## src/rtl/dlf_pkg.sv

```systemverilog
package dlf_pkg;
    localparam int ACC_W  = 24;
    localparam int BAND_W = 6;
    localparam int SEG_W  = 3;
    localparam int BIN_W  = 3;
    localparam int DTH_W  = ACC_W - BAND_W - SEG_W - BIN_W;
    localparam int SH_W   = 5;
    localparam int THM_N  = (1 << SEG_W) - 1;
    localparam int BIN_LO = DTH_W;
    localparam int SEG_LO = DTH_W + BIN_W;
    localparam int BAND_LO = SEG_LO + SEG_W;
    localparam logic [ACC_W-1:0] MID = ACC_W'(1) << (ACC_W - 1);
    localparam logic [ACC_W:0] FULL = {1'b0, {ACC_W{1'b1}}};

    typedef struct packed {
        logic [BAND_W-1:0] band;
        logic [SEG_W-1:0]  seg;
        logic [BIN_W-1:0]  bin;
        logic [DTH_W-1:0]  frac;
    } word_fields_t;

    function automatic logic [ACC_W-1:0] sat_move(
        input logic [ACC_W-1:0] v,
        input logic [SH_W-1:0]  sh,
        input logic             up
    );
        logic [SH_W-1:0] s;
        logic [ACC_W:0]  step;
        logic [ACC_W:0]  ext;
        s    = (sh > SH_W'(ACC_W - 1)) ? SH_W'(ACC_W - 1) : sh;
        step = (ACC_W + 1)'(1) << s;
        ext  = {1'b0, v};
        if (up) begin
            ext = ext + step;
            return (ext > FULL) ? FULL[ACC_W-1:0] : ext[ACC_W-1:0];
        end
        return (step > ext) ? '0 : (ext[ACC_W-1:0] - step[ACC_W-1:0]);
    endfunction
endpackage

```

## src/rtl/dlf_therm_dec.sv

```systemverilog
module dlf_therm_dec
    import dlf_pkg::*;
(
    input  logic [SEG_W-1:0] seg,
    output logic [THM_N-1:0] therm
);
    for (genvar i = 0; i < THM_N; i++) begin : g_unit
        assign therm[i] = (seg > SEG_W'(i));
    end
endmodule

```

## src/rtl/dlf_dither.sv

```systemverilog
module dlf_dither
    import dlf_pkg::*;
(
    input  logic             clk,
    input  logic             rst,
    input  logic [DTH_W-1:0] frac,
    input  logic [BIN_W-1:0] bin_in,
    output logic [BIN_W-1:0] bin_out
);
    logic [DTH_W-1:0] resid_q;
    logic             carry_q;
    logic [DTH_W:0]   sum;
    logic [BIN_W:0]   bsum;

    assign sum = {1'b0, resid_q} + {1'b0, frac};

    always_ff @(posedge clk) begin
        if (rst) begin
            resid_q <= '0;
            carry_q <= 1'b0;
        end else begin
            resid_q <= sum[DTH_W-1:0];
            carry_q <= sum[DTH_W];
        end
    end

    always_comb begin
        bsum    = {1'b0, bin_in} + {{BIN_W{1'b0}}, carry_q};
        bin_out = bsum[BIN_W] ? {BIN_W{1'b1}} : bsum[BIN_W-1:0];
    end
endmodule

```

## src/rtl/dlf_integrator.sv

```systemverilog
module dlf_integrator
    import dlf_pkg::*;
(
    input  logic             clk,
    input  logic             rst,
    input  logic             dir_up,
    input  logic [SH_W-1:0]  int_shift,
    input  logic [SH_W-1:0]  prop_shift,
    output logic [ACC_W-1:0] acc_q,
    output logic [ACC_W-1:0] word_q
);
    logic [ACC_W-1:0] acc_d;
    logic [ACC_W-1:0] word_d;

    always_comb begin
        acc_d  = sat_move(acc_q, int_shift, dir_up);
        word_d = sat_move(acc_d, prop_shift, dir_up);
    end

    always_ff @(posedge clk) begin
        if (rst) begin
            acc_q  <= MID;
            word_q <= MID;
        end else begin
            acc_q  <= acc_d;
            word_q <= word_d;
        end
    end
endmodule

```

## src/rtl/clkgen_dlf.sv

```systemverilog
module clkgen_dlf
    import dlf_pkg::*;
(
    input  logic              clk,
    input  logic              rst,
    input  logic              dir_up,
    input  logic [SH_W-1:0]   int_shift,
    input  logic [SH_W-1:0]   prop_shift,
    output logic [BAND_W-1:0] band_code,
    output logic [THM_N-1:0]  therm_code,
    output logic [BIN_W-1:0]  bin_code
);
    logic [ACC_W-1:0] acc_q;
    logic [ACC_W-1:0] word_q;
    word_fields_t     fld;

    dlf_integrator u_integ (
        .clk       (clk),
        .rst       (rst),
        .dir_up    (dir_up),
        .int_shift (int_shift),
        .prop_shift(prop_shift),
        .acc_q     (acc_q),
        .word_q    (word_q)
    );

    assign fld       = word_fields_t'(word_q);
    assign band_code = fld.band;

    dlf_therm_dec u_therm (
        .seg  (fld.seg),
        .therm(therm_code)
    );

    dlf_dither u_dith (
        .clk    (clk),
        .rst    (rst),
        .frac   (fld.frac),
        .bin_in (fld.bin),
        .bin_out(bin_code)
    );
endmodule

```

## config.mk

```make
export PLATFORM = sky130hd
export DESIGN_NAME = clkgen_dlf
export DESIGN_NICKNAME = d
export VERILOG_FILES = /design/src/rtl/dlf_pkg.sv /design/src/rtl/dlf_therm_dec.sv /design/src/rtl/dlf_dither.sv /design/src/rtl/dlf_integrator.sv /design/src/rtl/clkgen_dlf.sv
export SDC_FILE = /design/constraint.sdc
export NUM_CORES = 1
export LEC_CHECK = 0
export BUFFER_PORTS_ARGS = -buffer_cell sky130_fd_sc_hd__buf_2
export CAP_MARGIN = 20
export CORE_ASPECT_RATIO = 1.1
export CORE_UTILIZATION = 56
export CTS_BUF_LIST = sky130_fd_sc_hd__clkbuf_4 sky130_fd_sc_hd__clkbuf_8 sky130_fd_sc_hd__clkbuf_16
export DETAILED_ROUTE_END_ITERATION = 6
export HOLD_SLACK_MARGIN = 0.02
export PLACE_DENSITY = 0.85
export SLEW_MARGIN = 20
export SYNTH_ARGS = -nofsm -noshare
export SYNTH_HDL_FRONTEND = slang
export SYNTH_SLANG_ARGS = --single-unit
```

## constraint.sdc

```tcl
create_clock -name clk -period 13.7 [get_ports clk]
set_input_delay 1.37 -clock clk [delete_from_list [all_inputs] [get_ports clk]]
set_output_delay 1.37 -clock clk [all_outputs]
set_load 0.02 [all_outputs]
```

==> impl_results.md <==
* Status: completed
* Setup TNS Final at 0 ps
* Synth Warn # at 0
* Synthesized area at 10000 sq um
* Fill cells at 1577
* Slew headroom at 45.7%
* RSZ-0062 raised after global routing: no
* Int Power at 0.912 mW
* Crit-path max FO at 12
* Die area at 18400 sq um
* Commonest non-fill, non-tap cell in the layout: ha_1
* Max Clk Rate at 78.3 MHz
* Area grow syn2layout at 6.87%
* Final Util at 62.0%
* Residual DRC at 0
* Worst setup EP type: register
* Post-DP Area at 10300 sq um
* MaxCap Viol Count at 0
* Top_reg_cell synth: dfxtp_1
* I/O pins at 29
* Register Area at 1220 sq um
* Setup ws final at 928 ps
* Worst R2R Path Depth at 51
* Clock sink count at 61
* Seq cells post-synth at 61
* Drt pass-1 iters at 6
* Period utilization at 93.2%
* Most frequent cells in the layout: ha_1, inv_1, a21oi_1, nor2_1, nand2_1
* Final Setup Violations at 0
* Synth top area cells: ha_1, dfxtp_1, a21oi_1
* Lkg Pwr at 5.16 nW
* Cells after synthesis at 1367
* Inst Count DP at 1591
* Syn Nets at 1530
* Diode count at 0
* First-pass GRT wire length at 46.1 mm
* DR iter-0 viols at 938
* Max VDD drop at 0.0812 mV
* Switching Share at 47.1%
* Via density at 6.26
* Mean Syn Cell Area at 7.33 sq um
* GRT Total Usage at 31.7%
* Sw power at 0.813 mW
* Seq/Total Area, Yosys at 12.2%
* Clk_skew at 9.89 ps
* Hpwl dp at 22.6 mm
* CP max stage cell: or3b_2
* Vias at 10100
* Clk slew on worst S/H paths at 60 ps
* Nature of the critical path startpoint: primary input
* Finished Layout Cells at 1607
* Bufs on Longest Clock Path at 2
* CTS H-tree lvls at 3
* Slew Limit Fails at 0
* Req. time, crit path at 13930 ps
* Share of cells above drive strength 1 at 8.52%
* GPL Wtd Cong at 0.981
* Clock share of power at 16.8%
* Worst path arrival time at 13000 ps
* Post-synth top area share at 18.1%
* Comb pwr share at 68.1%
* Area leader, netlist: ha_1
* Number of global-route vias before repair at 9341
* Detail Route Antenna Nets at 0
* Critical path class: primary input to register
* Hold Crit Depth at 2
* Initial Util at 58.0%
* Number of unique standard cell types used by synthesis at 82
* Gr ovfl total at 0
* Largest net degree at the start of global routing at 70
* Final min period at 12770 ps
* Post-Place Setup Slack at 316 ps
* Worst-Skew Late Latency at 350 ps
* WL per Instance at 18.0 um
* CTS tree: built
* Drt total wl at 28.9 mm
* Crit-path most repeated cell: a21oi_1
* Initial antenna violation count at 0
* Hold violation count in the final report at 0
* Die width at 130 um
* PwrDens at 161 nW/um^2
* # port buffers at 28
* Async SR Flop Fraction at 0%
* Root buffer cell: clkbuf_16
* Site Rows at 50
* Final #Nets at 1531
* Post-synth EDFFs at 0
* Post-cts hold buffer count at 0
* Delay of the slowest critical-path stage at 510 ps
* Core Area at 17300 sq um
* Finished Cell Area at 10700 sq um
* Worst slew pin tran at 814 ps
* Area of the multi-input gates at 8080 sq um
* HP Class: register to register
* TritonCTS Buffers at 9
* Die Height at 142 um
* Flop pwr share at 15.1%
-- layer usage --
layer  up-vias  GRT usage, %  wire [um]
met5         -             0          0
met4         0          13.2       1020
met3        67          4.10       1800
met2       397          53.1      13100
met1      4704          40.8      13000
li1       4898             -          -
-- synthesized netlist by cell type, drive strengths merged, types with 11 or more instances --
library cell / instances
a211oi: 36
a21o: 51
a21oi: 123
a31oi: 14
and2: 18
buf: 25
clkbuf: 30
dfxtp: 61
ha: 145
inv: 127
mux2: 18
nand2: 97
nand2b: 25
nand3: 37
nand4: 18
nor2: 115
nor2b: 25
nor3: 37
o211ai: 11
o21a: 23
o21ai: 62
o21bai: 23
or3: 12
xnor2: 57
xor2: 27
-- logic make-up after synthesis --
group,after synthesis,synth area share [%]
compound gates,431,29.7
simple gates,429,21.1
buf+inv,182,7.32
fa+ha+maj,153,19.4
xor+xnor,84,7.42
flops,61,12.2
mux,26,2.82
other cells,1,0.0374
-- power groups by stage --
stage	combinational (mW)	sequential [mW]	clock, mW
2_1_floorplan	0.905	0.251	0
3_3_place_gp	1.10	0.261	0
3_5_place_dp	1.13	0.262	0
4_1_cts	1.14	0.260	0.291
5_1_grt	1.29	0.265	0.297
6_report	1.17	0.260	0.290
-- sequential cells by signal (all words and copies together), names as in the netlist --
register        cells
u_dith.resid_q     12
u_integ.acc_q      24
u_integ.word_q     24
u_dith.carry_q      1
-- area by class of cell --
cell class	count	share of cell area, %
clock buffers	10	2.17
clock inverters	6	1.26
inverters	127	4.45
multi-input cells	1124	75.4
flip-flops and latches	61	11.4
well taps	234	2.73
repair buffers	45	2.52
-- stage by stage --
step,hold WS [ps],total power [mW]
after global routing,577,1.85
final,554,1.72
after CTS,560,1.69
after global placement,536,1.36
after floorplan,524,1.16
after detailed placement,543,1.39
-- worst max-delay path: cells and delay by family --
family	cells	cell delay [ps]
AO/OA/AOI/OAI	24	5100
multiplexers	1	280
adder cells (fa/ha/maj)	6	1810
buffers and inverters	5	820
AND/OR/NAND/NOR	16	3020
XOR/XNOR	3	570
-- path summary, 6_finish.rpt --
check / end / start / slack (ps)
worst max-delay path: u_integ.word_q[23] / int_shift[0] / 930
worst min-delay path: u_dith.resid_q[0] / u_dith.resid_q[0] / 550
worst max register to register: u_integ.word_q[23] / u_integ.acc_q[1] / 2550
worst min register to register: u_dith.resid_q[0] / u_dith.resid_q[0] / 550
-- repair_timing --
| action | in CTS | in global routing |
|---|---|---|
| setup endpoints to repair | 0 | 9 |
| buffers inserted | 0 | 0 |
| gates resized for setup | 0 | 4 |
Note: power is estimated with default switching activity, not from simulation.
